## src/rtl/kbd_port_pkg.sv

```systemverilog
package kbd_port_pkg;

  localparam int CODE_W     = 8;
  localparam int READY_POS  = 7;
  localparam int OVRUN_POS  = 6;
  localparam int PEND_POS   = 1;
  localparam int ENABLE_POS = 0;

  typedef struct packed {
    logic loadKey;
    logic setOverrun;
    logic clrReady;
    logic clrOverrun;
    logic writeEnable;
    logic selChar;
    logic selStatus;
  } kbdStrobe_t;

endpackage

```

## src/rtl/kbd_port_ctrl.sv

```systemverilog
module kbd_port_ctrl
  import kbd_port_pkg::*;
#(
  parameter int          ADDR_W    = 16,
  parameter logic [15:0] CHAR_ADDR = 16'd5000,
  parameter logic [15:0] STAT_ADDR = 16'd5002
) (
  input  logic              clk,
  input  logic              rstN,
  input  logic [ADDR_W-1:0] busAddr,
  input  logic              busRd,
  input  logic              busWr,
  input  logic              keyValid,
  input  logic              readyQ,
  input  logic              overrunQ,
  output kbdStrobe_t        strb
);

  localparam logic [ADDR_W-1:0] CharHit = ADDR_W'(CHAR_ADDR);
  localparam logic [ADDR_W-1:0] StatHit = ADDR_W'(STAT_ADDR);

  logic hitChar;
  logic hitStat;
  logic charRead;
  logic statRead;
  logic statWrite;

  always_comb begin
    hitChar   = (busAddr == CharHit);
    hitStat   = (busAddr == StatHit);
    charRead  = busRd & hitChar;
    statRead  = busRd & hitStat;
    statWrite = busWr & hitStat;
  end

  always_comb begin
    strb             = '0;
    strb.loadKey     = keyValid;
    strb.setOverrun  = keyValid & readyQ & ~charRead;
    strb.clrReady    = charRead & ~keyValid;
    strb.clrOverrun  = statRead & ~strb.setOverrun;
    strb.writeEnable = statWrite;
    strb.selChar     = charRead;
    strb.selStatus   = statRead;
  end

  // a key landing on an unread character must leave overrun set
  assert_overrun_on_collision_R7: assert property (@(posedge clk) disable iff (!rstN)
    (keyValid && readyQ && !charRead) |=> overrunQ);

  // a key arriving together with a character read must not flag overrun
  assert_no_overrun_on_race_R10: assert property (@(posedge clk) disable iff (!rstN)
    (keyValid && charRead && !overrunQ) |=> (readyQ && !overrunQ));

endmodule

```

## src/rtl/kbd_port_dp.sv

```systemverilog
module kbd_port_dp
  import kbd_port_pkg::*;
(
  input  logic              clk,
  input  logic              rstN,
  input  kbdStrobe_t        strb,
  input  logic [CODE_W-1:0] keyCode,
  input  logic [7:0]        busWrData,
  output logic [7:0]        busRdData,
  output logic              readyQ,
  output logic              overrunQ,
  output logic              irq
);

  logic [CODE_W-1:0] charReg;
  logic              pendQ;
  logic              enableQ;
  logic [7:0]        statusByte;

  always_ff @(posedge clk or negedge rstN) begin
    if (!rstN) begin
      charReg <= '0;
    end else if (strb.loadKey) begin
      charReg <= keyCode;
    end
  end

  always_ff @(posedge clk or negedge rstN) begin
    if (!rstN) begin
      readyQ <= 1'b0;
      pendQ  <= 1'b0;
    end else if (strb.loadKey) begin
      readyQ <= 1'b1;
      pendQ  <= 1'b1;
    end else if (strb.clrReady) begin
      readyQ <= 1'b0;
      pendQ  <= 1'b0;
    end
  end

  always_ff @(posedge clk or negedge rstN) begin
    if (!rstN) begin
      overrunQ <= 1'b0;
    end else if (strb.setOverrun) begin
      overrunQ <= 1'b1;
    end else if (strb.clrOverrun) begin
      overrunQ <= 1'b0;
    end
  end

  always_ff @(posedge clk or negedge rstN) begin
    if (!rstN) begin
      enableQ <= 1'b0;
    end else if (strb.writeEnable) begin
      enableQ <= busWrData[ENABLE_POS];
    end
  end

  always_comb begin
    statusByte             = '0;
    statusByte[READY_POS]  = readyQ;
    statusByte[OVRUN_POS]  = overrunQ;
    statusByte[PEND_POS]   = pendQ;
    statusByte[ENABLE_POS] = enableQ;
  end

  always_comb begin
    busRdData = '0;
    if (strb.selChar) begin
      busRdData = charReg;
    end else if (strb.selStatus) begin
      busRdData = statusByte;
    end
  end

  assign irq = pendQ & enableQ;

  // an arrival lands in the character register
  assert_char_loaded_R2: assert property (@(posedge clk) disable iff (!rstN)
    strb.loadKey |=> (charReg == $past(keyCode)));

  // an arrival raises ready
  assert_ready_after_key_R3: assert property (@(posedge clk) disable iff (!rstN)
    strb.loadKey |=> readyQ);

  // a consuming read drops ready and the pending flag
  assert_read_clears_R6: assert property (@(posedge clk) disable iff (!rstN)
    strb.clrReady |=> (!readyQ && !pendQ));

  // the enable bit follows the written data bit
  assert_enable_written_R5: assert property (@(posedge clk) disable iff (!rstN)
    strb.writeEnable |=> (enableQ == $past(busWrData[ENABLE_POS])));

  // without an arrival the character register never moves
  assert_char_stable_R8: assert property (@(posedge clk) disable iff (!rstN)
    !strb.loadKey |=> $stable(charReg));

  // a request is never raised without a pending flag
  assert_irq_needs_pend_R4: assert property (@(posedge clk) disable iff (!rstN)
    irq |-> (pendQ && readyQ));

endmodule

```

## src/rtl/kbd_port_top.sv

```systemverilog
module kbd_port_top
  import kbd_port_pkg::*;
#(
  parameter int          ADDR_W    = 16,
  parameter logic [15:0] CHAR_ADDR = 16'd5000,
  parameter logic [15:0] STAT_ADDR = 16'd5002
) (
  input  logic              clk,
  input  logic              rstN,
  input  logic [ADDR_W-1:0] busAddr,
  input  logic [7:0]        busWrData,
  input  logic              busRd,
  input  logic              busWr,
  output logic [7:0]        busRdData,
  input  logic              keyValid,
  input  logic [CODE_W-1:0] keyCode,
  output logic              irq
);

  kbdStrobe_t strb;
  logic       readyQ;
  logic       overrunQ;

  kbd_port_ctrl #(
    .ADDR_W   (ADDR_W),
    .CHAR_ADDR(CHAR_ADDR),
    .STAT_ADDR(STAT_ADDR)
  ) u_ctrl (
    .clk     (clk),
    .rstN    (rstN),
    .busAddr (busAddr),
    .busRd   (busRd),
    .busWr   (busWr),
    .keyValid(keyValid),
    .readyQ  (readyQ),
    .overrunQ(overrunQ),
    .strb    (strb)
  );

  kbd_port_dp u_dp (
    .clk      (clk),
    .rstN     (rstN),
    .strb     (strb),
    .keyCode  (keyCode),
    .busWrData(busWrData),
    .busRdData(busRdData),
    .readyQ   (readyQ),
    .overrunQ (overrunQ),
    .irq      (irq)
  );

  // no read strobe, no data on the bus
  assert_idle_bus_zero_R9: assert property (@(posedge clk) disable iff (!rstN)
    !busRd |-> (busRdData == 8'h00));

endmodule

```

## config.mk

```make
export PLATFORM = sky130hd
export DESIGN_NAME = kbd_port_top
export DESIGN_NICKNAME = d
export VERILOG_FILES = /design/src/rtl/kbd_port_pkg.sv /design/src/rtl/kbd_port_ctrl.sv /design/src/rtl/kbd_port_dp.sv /design/src/rtl/kbd_port_top.sv
export SDC_FILE = /design/constraint.sdc
export NUM_CORES = 1
export LEC_CHECK = 0
export ABC_CLOCK_PERIOD_IN_PS = 800
export BUFFER_PORTS_ARGS = -buffer_cell sky130_fd_sc_hd__buf_4
export CAP_MARGIN = 0
export CORE_UTILIZATION = 34
export CTS_CLUSTER_DIAMETER = 40
export CTS_CLUSTER_SIZE = 40
export DETAILED_ROUTE_END_ITERATION = 10
export GPL_TIMING_DRIVEN = 0
export PLACE_DENSITY = 0.71
export SYNTH_ARGS = -nofsm -noshare
export SYNTH_HDL_FRONTEND = slang
export SYNTH_SLANG_ARGS = --single-unit
```

## constraint.sdc

```tcl
create_clock -name clk -period 0.8 [get_ports clk]
set_input_delay 0 -clock clk [delete_from_list [all_inputs] [get_ports clk]]
set_output_delay 0 -clock clk [all_outputs]
set_load 0.03 [all_outputs]
```

==> summary.md, run 1 <==
| Metric | Value |
|---|---|
| Port bufs | `37` |
| Largest net degree at the start of global routing | `12` |
| DR WL met3 | `~53 µm` |
| Core box area | `1594 µm²` |
| Cells on worst reg2reg path | `5` |
| Critical-path cell list | `nand2_2, a21oi_2, buf_6` |
| Final Power | `1.277 mW` |
| First-pass GRT wire length | `2.670 mm` |
| Fin crit period | `1.059 ns` |
| CP arrival | `roughly 1.1 ns` |
| Synthesized cell area | `609.3 µm²` |
| Antenna Nets Post-Route | `0` |
| Worst clock skew | `0.001219 ns` |
| Highest routed layer | `met4` |
| CTS tree | `built` |
| Slew Viols, Final | `0` |
| Sw Ratio | `22.88%` |
| Startpoint types | `flip-flop` |
| Die Y | `44.34 µm` |
| Initial antenna violation count | `0` |
| Critical path buffers and inverters | `1` |
| Synth Area per Inst | `approximately 11 µm²` |
| Initial cell density of the core | `38.23%` |
| Die X-Extent | `approximately 44 µm` |
| Synth async-reset ratio | `100.0%` |
| Total global routing overflow | `0` |
| Post-synth EDFFs | `0` |
| Fin crit share | `132.4%` |
| Routed vias/inst | `4.664` |
| Cell with the most instances after synthesis | `dfrtp_1` |
| Power Density | `1039 nW/µm²` |
| Worst path top cell family by delay | `flip-flops` |
| FF-to-FF Start | `u_dp.pendQ$_DFFE_PN0P_` |
| Post-synth top area share | `45.17%` |
| 1st-iter DRT viols | `7` |
| Reg2reg end | `u_dp.overrunQ$_DFFE_PN0P_` |
| Clock power frac | `28.8%` |
| Clk pin slew, worst setup/hold paths | `roughly 0.070 ns` |
| ANT cells | `0` |
| Main synth FF type | `dfrtp_1` |
| Final #Nets | `148` |
| CP endpoint kind | `output port` |
| Die area | `1966 µm²` |
| CTS Sinks | `11` |
| Maximum vdd drop | `0.0008973 V` |
| NetSw | `roughly 0.3 mW` |
| Setup violators final | `12` |
| Failing checks | `setup timing` |
| Rel. slew slack | `81.12%` |
| Skew-Pair Late Insertion Delay | `0.26 ns` |
| Post-Synthesis Cells | `53` |
| Number of distinct library cells after synthesis | `19` |
| # IOs | `46` |
| Yosys warnings | `0` |
| Int Pwr | `0.9849 mW` |
| CP max-delay cell | `dfrtp_1` |
| Final GP Congestion | `between 0.6 and 0.7` |
| Achievable clock frequency | `between 900 and 1000 MHz` |
| Worst Path Class, Setup | `reg2out` |
| Routed wire length | `1.654 mm` |
| Leak | `0.5670 nW` |
| Share of cells above drive strength 1 | `between 60% and 70%` |
| Status | `finished with violations` |
| Num CTS Buffers | `3` |
| Clock buffer depth | `2` |
| Slew @ Worst Pin | `around 0.28 ns` |
| Register area share after synthesis | `a little under half` |
| Via count | `625` |
| RSZ-0062 raised after global routing | `true` |
| Finished Layout Cells | `134` |
| Avg WL per Cell | `12.34 µm` |
| Critical path required time | `0.80 ns` |
| Drc violations | `0` |
| Clock root cell | `clkbuf_4` |
| Maxcap violations | `0` |
| Slowest stage delay, CP | `0.41 ns` |
| Flops & latches, synth | `11` |
| Final hold vios | `0` |
| Total GRT Usage | `18.66%` |
| DR pass1 iterations | `4` |
| Ranking of synthesized cells by area | `dfrtp_1, mux2_2, and2_1` |
| Combinational share of power | `22.7%` |
| Post-route met1 wirelength | `666 µm` |
| Hold Path Class | `in2async` |
| Crit path max fanout | `4` |
| Vias in the first global route | `631` |
| Flop2flop setup slack | `-0.17 ns` |
| Syn nets | `90` |
| Rows | `14` |
| Synth area leader | `dfrtp_1` |
| Area grow syn2layout | `101.6%` |
| Placed Instances | `114` |
| Final WS setup | `-0.2592 ns` |
| H-tree lvl count | `1` |
| Post-detail-place hpwl | `~1.1 mm` |
| Met2 Wirelength | `approximately 930 µm` |
| Top post-synthesis cells by count | `dfrtp_1, mux2_2, and2_1` |
| Flop pwr share | `48.5%` |
## layer usage
layer  vias up  global-route usage, %
met5         -                      0
met4         0                  9.091
met3         2                  1.633
met2        16                  33.53
met1       299                  22.19
li1        308                      -
## power groups by stage
stage	clock [mW]	sequential (mW)	combinational, mW
after CTS	0.383	0.619	0.286
after global routing	0.401	0.623	0.311
after detailed placement	0	0.626	0.221
final	0.368	0.620	0.289
after floorplan	0	0.620	0.0910
after global placement	0	0.624	0.215
## how the worst max path moves through the flow
| stage | slack, ns | startpoint | cells after the start | to |
|---|---|---|---|---|
| 3_5_place_dp | -0.47 | busAddr[14] | 6 | busRdData[5] |
| 6_report | -0.26 | u_dp.pendQ$_DFFE_PN0P_ | 3 | busRdData[7] |
| 4_1_cts | -0.28 | busAddr[6] | 6 | busRdData[4] |
| 2_1_floorplan | -0.14 | busAddr[5] | 4 | busRdData[2] |
| 5_1_grt | -0.32 | u_dp.pendQ$_DFFE_PN0P_ | 3 | busRdData[7] |
| 3_3_place_gp | -0.49 | busAddr[14] | 6 | busRdData[4] |
## cells by family (layout without fill, tap and decap cells)
group	count (synthesis)	in the layout	share of synthesized area, %
AOI/OAI and AO/OA	4	4	3.284
buffers and inverters	2	59	1.643
muxes	11	11	19.92
DFF	11	11	45.17
and+or+nand+nor	25	25	29.98
## timing repair
item,in CTS,in global routing
hold buffers,10,0
gates resized for setup,31,1
pin swaps,12,6
endpoints found under the setup margin,12,12
endpoints found under the hold margin,20,0
setup buffers,5,1
## sequential cells by signal, indices dropped and copies added, names as in the netlist
register and count:
u_dp.enableQ 1, u_dp.charReg 8, u_dp.overrunQ 1, u_dp.pendQ 1
## stage by stage
stage / util, % / worst slack [ns] / setup TNS, ns / area, µm² / hold WS [ns]
finish: 77.08 / -0.2592 / -2.384 / 1229 / 0.1142
global placement: 58.63 / -0.4852 / -4.122 / 934.6 / -0.1603
floorplan: - / -0.1405 / -1.286 / 626.9 / -0.2956
CTS: 76.37 / -0.2757 / -2.540 / 1217 / 0.09594
detailed placement: 58.63 / -0.4734 / -4.199 / 934.6 / -0.1603
global route: 77.08 / -0.3236 / -3.089 / 1229 / 0.1204
## placed cells by master (no fill, tap or decap), drive strengths merged
master and count:
buf 45, dfrtp 11, dlygate4sd3 10, mux2 9
and2 5, nor2 4, clkbuf 4, nand2b 3
a21oi 3, nand2 3, nor3 3, and4bb 2
nor4b 2, mux2i 2, nand4 2, and3 1
o21ai 1
## layout make-up
| cell class | instances | area, µm² |
|---|---|---|
| well taps | 24 | 30.03 |
| multi-input cells | 40 | 400.4 |
| repair buffers | 53 | 486.7 |
| clock buffers | 4 | 26.28 |
| plain buffers | 2 | 10.01 |
| flip-flops and latches | 11 | 275.3 |
| fillers | 97 | 365.4 |
Power figures use the tool's default switching activity.
==> run 2, diff against run 1 <==
Settings changed: TNS_END_PERCENT set to 20.
==> run 2 against run 1 <==
Net effect: the run still ends with setup timing left; maximum frequency fell by 0.67%; clock power increased by 2%; power shrank 0.81%; utilization fell by 3.3 points; first-iteration DRC count shrank 71%; critical endpoint unchanged; largest power group unchanged.
==> summary.md, run 2 (synthesis results as in run 1) <==
| Metric | Value |
|---|---|
| Vias in the first global route | `around 660` |
| ANT cells | `0` |
| Drc violations | `0` |
| Power Density | `about 1100 nW/µm²` |
| CTS Sinks | `11` |
| Clk pin slew, worst setup/hold paths | `0.07 ns` |
| H-tree lvl count | `1` |
| Largest net degree at the start of global routing | `12` |
| Met3 usage | `3.673%` |
| Final hold vios | `0` |
| Num CTS Buffers | `3` |
| RSZ-0062 raised after global routing | `true` |
| Rel. slew slack | `79.37%` |
| Core box area | `1594 µm²` |
| Worst path top cell family by delay | `simple AND/OR/NAND/NOR gates` |
| Achievable clock frequency | `937.8 MHz` |
| Commonest non-fill, non-tap cells in the layout | `buf_4, buf_6, dfrtp_1, dlygate4sd3_1, mux2_2` |
| Setup Total Neg Slack | `-2.414 ns` |
| CTS tree | `built` |
| Clock root cell | `clkbuf_4` |
| Final GP Congestion | `about 0.66` |
| Skew-Pair Late Insertion Delay | `0.26 ns` |
| Critical Path Most Common Cell | `buf_6` |
| Fin crit period | `1.066 ns` |
| Port bufs | `37` |
| Max FFs per register | `8` |
| Avg WL per Cell | `12.28 µm` |
| Fin crit share | `133.3%` |
| Post-detail-place hpwl | `1.148 mm` |
| M1 GR Usage | `20.63%` |
| Total GRT Usage | `19.01%` |
| Area grow syn2layout | `93.02%` |
| Routed wire length | `1.621 mm` |
| Critical path buffers and inverters | `3` |
| Busiest grt layer | `met2` |
| Hold Path Class | `in2async` |
| Total global routing overflow | `0` |
| CP max-delay cell | `nor4b_4` |
| Initial antenna violation count | `0` |
| Slew Viols, Final | `0` |
| Final WS setup | `-0.2664 ns` |
| Slowest stage delay, CP | `0.35 ns` |
| Critical-path cell list | `buf_6, nor4b_4, nand4_4, buf_6, a21oi_2, buf_6` |
| Maxcap violations | `0` |
| Worst clock skew | `0.00001216 ns` |
| Slew @ Worst Pin | `0.3081 ns` |
| CP endpoint kind | `output port` |
| Clock buffer depth | `2` |
| Failing checks | `setup timing` |
| Setup violators final | `11` |
| Via count | `623` |
| Commonest non-fill, non-tap cell in the layout | `buf_4` |
| # IOs | `46` |
| Die X-Extent | `between 40 and 50 µm` |
| Maximum vdd drop | `just under 0.0009 V` |
| Largest Register | `u_dp.charReg` |
| DR pass1 iterations | `3` |
| Startpoint types | `primary input` |
| Critical path required time | `0.80 ns` |
| Leak | `0.5550 nW` |
| Die Y | `about 44 µm` |
| Status | `finished with violations` |
| Crit path max fanout | `4` |
| Routed vias/inst | `4.720` |
| CP arrival | `1.07 ns` |
| Share of cells above drive strength 1 | `64.81%` |
| Antenna Nets Post-Route | `0` |
| Initial cell density of the core | `38.23%` |
| Die area | `just under 2000 µm²` |
| Fillers | `115` |
| First-pass GRT wire length | `2.725 mm` |
| Rows | `14` |
| Routing usage on met2 | `between 30% and 40%` |
| Final #Nets | `about 150` |
| Hold_ws | `0.1083 ns` |
| Worst Path Class, Setup | `in2out` |
| 1st-iter DRT viols | `2` |
run 2: changes by cell type in the layout (fill, tap and decap cells not counted), sizes merged:
cell  before  now
buf       45   43
run 2: worst paths after layout:
kind,start,to,slack (ns),depth (start not counted)
worst min register to register,u_dp.charReg[4]$_DFFE_PN0P_,u_dp.charReg[4]$_DFFE_PN0P_,0.51,1
worst max register to register,u_dp.pendQ$_DFFE_PN0P_,u_dp.overrunQ$_DFFE_PN0P_,-0.12,5
worst max-delay path,busAddr[6],busRdData[7],-0.27,6
min in group clk,keyValid,u_dp.overrunQ$_DFFE_PN0P_,0.11,5
max in group asynchronous,rstN,u_dp.charReg[1]$_DFFE_PN0P_,0.54,2
worst min-delay path,rstN,u_dp.charReg[6]$_DFFE_PN0P_,0.11,2
run 2: metrics by stage:
stage / total power [mW] / cells / utilization, % / setup slack [ns] / area, µm²
finish: 1.267 / 132 / 73.78 / -0.2664 / 1176
global route: 1.329 / 132 / 73.78 / -0.3388 / 1176
CTS: 1.291 / 131 / 73.08 / -0.2702 / 1165
detailed placement: 0.8490 / 114 / 58.63 / -0.4775 / 934.6
global placement: 0.8401 / 114 / 58.63 / -0.4939 / 934.6
floorplan: 0.7106 / 53 / - / -0.1405 / 626.9
run 2: power breakdown:
| group | internal (mW) | switching, mW |
|---|---|---|
| Combinational | 0.187 | 0.0890 |
| Sequential | 0.596 | 0.0180 |
| Clock | 0.193 | 0.184 |
run 2: final cells by class:
| type | instances | area (µm²) | share of cell area [%] |
|---|---|---|---|
| sequential | 11 | 275.3 | 23.40 |
| multi-input combinational | 40 | 377.9 | 32.13 |
| clock buffer | 4 | 26.28 | 2.234 |
| buffer | 2 | 10.01 | 0.8511 |
| tap | 24 | 30.03 | 2.553 |
| timing repair buffer | 51 | 456.7 | 38.83 |
run 2: what timing repair did:
item,CTS,global route
endpoints found under the hold margin,20,0
setup buffers,3,1
gates resized for setup,19,1
pin swaps,4,2
setup endpoints to repair,12,12
hold buffers,10,0
run 2: per-layer routing:
metal  wire (µm)  vias to the layer above
met5           0                        -
met4          10                        0
met3          71                        2
met2         930                       16
met1         608                      307
li1            -                      298
==> run 3, diff against run 2 <==
Settings changed: CELL_PAD_IN_SITES_DETAIL_PLACEMENT set to 0, CELL_PAD_IN_SITES_GLOBAL_PLACEMENT set to 1, CORE_UTILIZATION 34 to 24, PLACE_DENSITY 0.71 to 0.7.
==> run 3 against run 2 <==
Net effect: the flow still finishes with violations (setup timing); sequential share of layout area hardly changed; combinational power hardly changed; count of clock-buffer cells in the layout stayed put; sequential power hardly changed; global-route usage is 6.2 points lower; first-iteration DRC count grew to 3.5 times the previous value; critical path depth is 3 lower; routed wire length is 4.4% lower; flip-flop and latch count stayed put; clock power is 3% lower; non-clock buffer count stayed put; critical path type is now reg2out; highest routed layer is now met3.
==> summary.md, run 3 (synthesis results as in run 1) <==
| Metric | Value |
|---|---|
| Share of cells above drive strength 1 | `64.81%` |
| Antenna Nets Post-Route | `0` |
| Maximum vdd drop | `roughly 0.0009 V` |
| Status | `finished with violations` |
| Achievable clock frequency | `926.6 MHz` |
| Port bufs | `37` |
| M1 GR Usage | `~14%` |
| ANT cells | `0` |
| Avg WL per Cell | `roughly 11 µm` |
| Via count | `between 500 and 600` |
| 1st-iter DRT viols | `7` |
| Die Y | `around 52 µm` |
| Critical path required time | `0.80 ns` |
| Vias in the first global route | `557` |
| Die X-Extent | `roughly 52 µm` |
| Worst Path Class, Setup | `reg2out` |
| CTS Sinks | `11` |
| Fin util | `about 50%` |
| Startpoint types | `flip-flop` |
| Placed Instances | `~120` |
| Skew-Pair Late Insertion Delay | `0.27 ns` |
| Busiest grt layer | `met2` |
| First-pass GRT wire length | `2.504 mm` |
| Max FFs per register | `8` |
| Crit path max fanout | `4` |
| Leak | `0.5491 nW` |
| RSZ-0062 raised after global routing | `true` |
| Die area | `2744 µm²` |
| Fin crit period | `1.079 ns` |
| Final Power | `around 1.3 mW` |
| CP arrival | `around 1.1 ns` |
| Final #Nets | `146` |
| Largest net degree at the start of global routing | `12` |
| Failing checks | `setup timing` |
| Total global routing overflow | `0` |
| H-tree lvl count | `1` |
| Slew Viols, Final | `0` |
| Commonest non-fill, non-tap cell in the layout | `buf_4` |
| Maxcap violations | `0` |
| Drc violations | `0` |
| Met3 usage | `3.768%` |
| Commonest non-fill, non-tap cells in the layout | `buf_4, buf_6, dfrtp_1, dlygate4sd3_1, mux2_2` |
| Post-detail-place hpwl | `between 1 and 1.5 mm` |
| Area grow syn2layout | `92.61%` |
| Fin crit share | `134.9%` |
| Largest Register | `u_dp.charReg` |
| Rel. slew slack | `80.29%` |
| Core box area | `around 2300 µm²` |
| Clock root cell | `clkbuf_4` |
| Clock buffer depth | `2` |
| Routed wire length | `1.550 mm` |
| Clk pin slew, worst setup/hold paths | `0.07 ns` |
| # IOs | `46` |
| Power Density | `1070 nW/µm²` |
| Routed vias/inst | `4.375` |
| Final WS setup | `-0.2792 ns` |
| Rows | `17` |
| Finished Layout Cells | `136` |
| Setup Total Neg Slack | `-2.559 ns` |
| Initial antenna violation count | `0` |
| Final GP Congestion | `0.6255` |
| Slew @ Worst Pin | `slightly below 0.3 ns` |
| Worst clock skew | `approximately 0.000017 ns` |
| Setup violators final | `12` |
| CTS tree | `built` |
| Initial cell density of the core | `26.53%` |
| DR pass1 iterations | `3` |
| Final hold vios | `0` |
| Total GRT Usage | `12.83%` |
| Hold Path Class | `in2async` |
| CP endpoint kind | `output port` |
| Num CTS Buffers | `3` |
| Routing usage on met2 | `a little under a quarter` |
[run 3: cell counts in the layout (fill, tap and decap cells not counted)]
Identical to the previous run, type by type.
[run 3: worst paths after layout]
check / start / to / slack, ns / cells after the start
max: u_dp.pendQ$_DFFE_PN0P_ / busRdData[1] / -0.28 / 3
min: rstN / u_dp.charReg[6]$_DFFE_PN0P_ / 0.09 / 2
max reg2reg: u_dp.pendQ$_DFFE_PN0P_ / u_dp.overrunQ$_DFFE_PN0P_ / -0.15 / 5
min reg2reg: u_dp.charReg[2]$_DFFE_PN0P_ / u_dp.charReg[2]$_DFFE_PN0P_ / 0.50 / 1
max in group asynchronous: rstN / u_dp.charReg[2]$_DFFE_PN0P_ / 0.55 / 2
min in group clk: busWr / u_dp.enableQ$_DFFE_PN0P_ / 0.11 / 3
[run 3: cell type report]
cell class | count | area [µm²]
flip-flops and latches | 11 | 275.3
clock buffers | 4 | 26.28
multi-input cells | 40 | 374.1
well taps | 28 | 35.03
plain buffers | 2 | 10.01
fillers | 212 | 1124
repair buffers | 51 | 452.9
[run 3: critical path, cell delays in order (launching register included)]
cell and delay (ns):
dfrtp_1 0.43, nand2_2 0.09, a21oi_2 0.15, buf_6 0.14
[run 3: stage by stage]
step / area, µm² / hold slack, ns / setup slack, ns
floorplan: 626.9 / -0.2956 / -0.1405
global placement: 939.7 / -0.1592 / -0.5004
detailed placement: 939.7 / -0.1599 / -0.4710
CTS: 1156 / 0.07400 / -0.2888
global route: 1174 / 0.08910 / -0.3424
finish: 1174 / 0.08858 / -0.2792
[run 3: timing repair]
item	4_1_cts	5_1_grt
endpoints found under the hold margin	20	0
endpoints found under the setup margin	12	12
pin swaps	7	1
resized for setup	17	3
hold buffers	10	0
buffers inserted	3	1
gates cloned	0	0
[run 3: per-layer routing]
| metal | part of all wire [%] | routed length (µm) |
|---|---|---|
| met5 | 0 | 0 |
| met4 | 0 | 0 |
| met1 | 42 | 650 |
| met3 | 3.2 | 49 |
| met2 | 55 | 850 |
[run 3: where the power goes]
part,switching [mW],internal (mW),total [mW]
Combinational,0.0894,0.187,0.276
Clock,0.173,0.193,0.366
Sequential,0.0173,0.596,0.614
Total,0.280,0.976,1.26
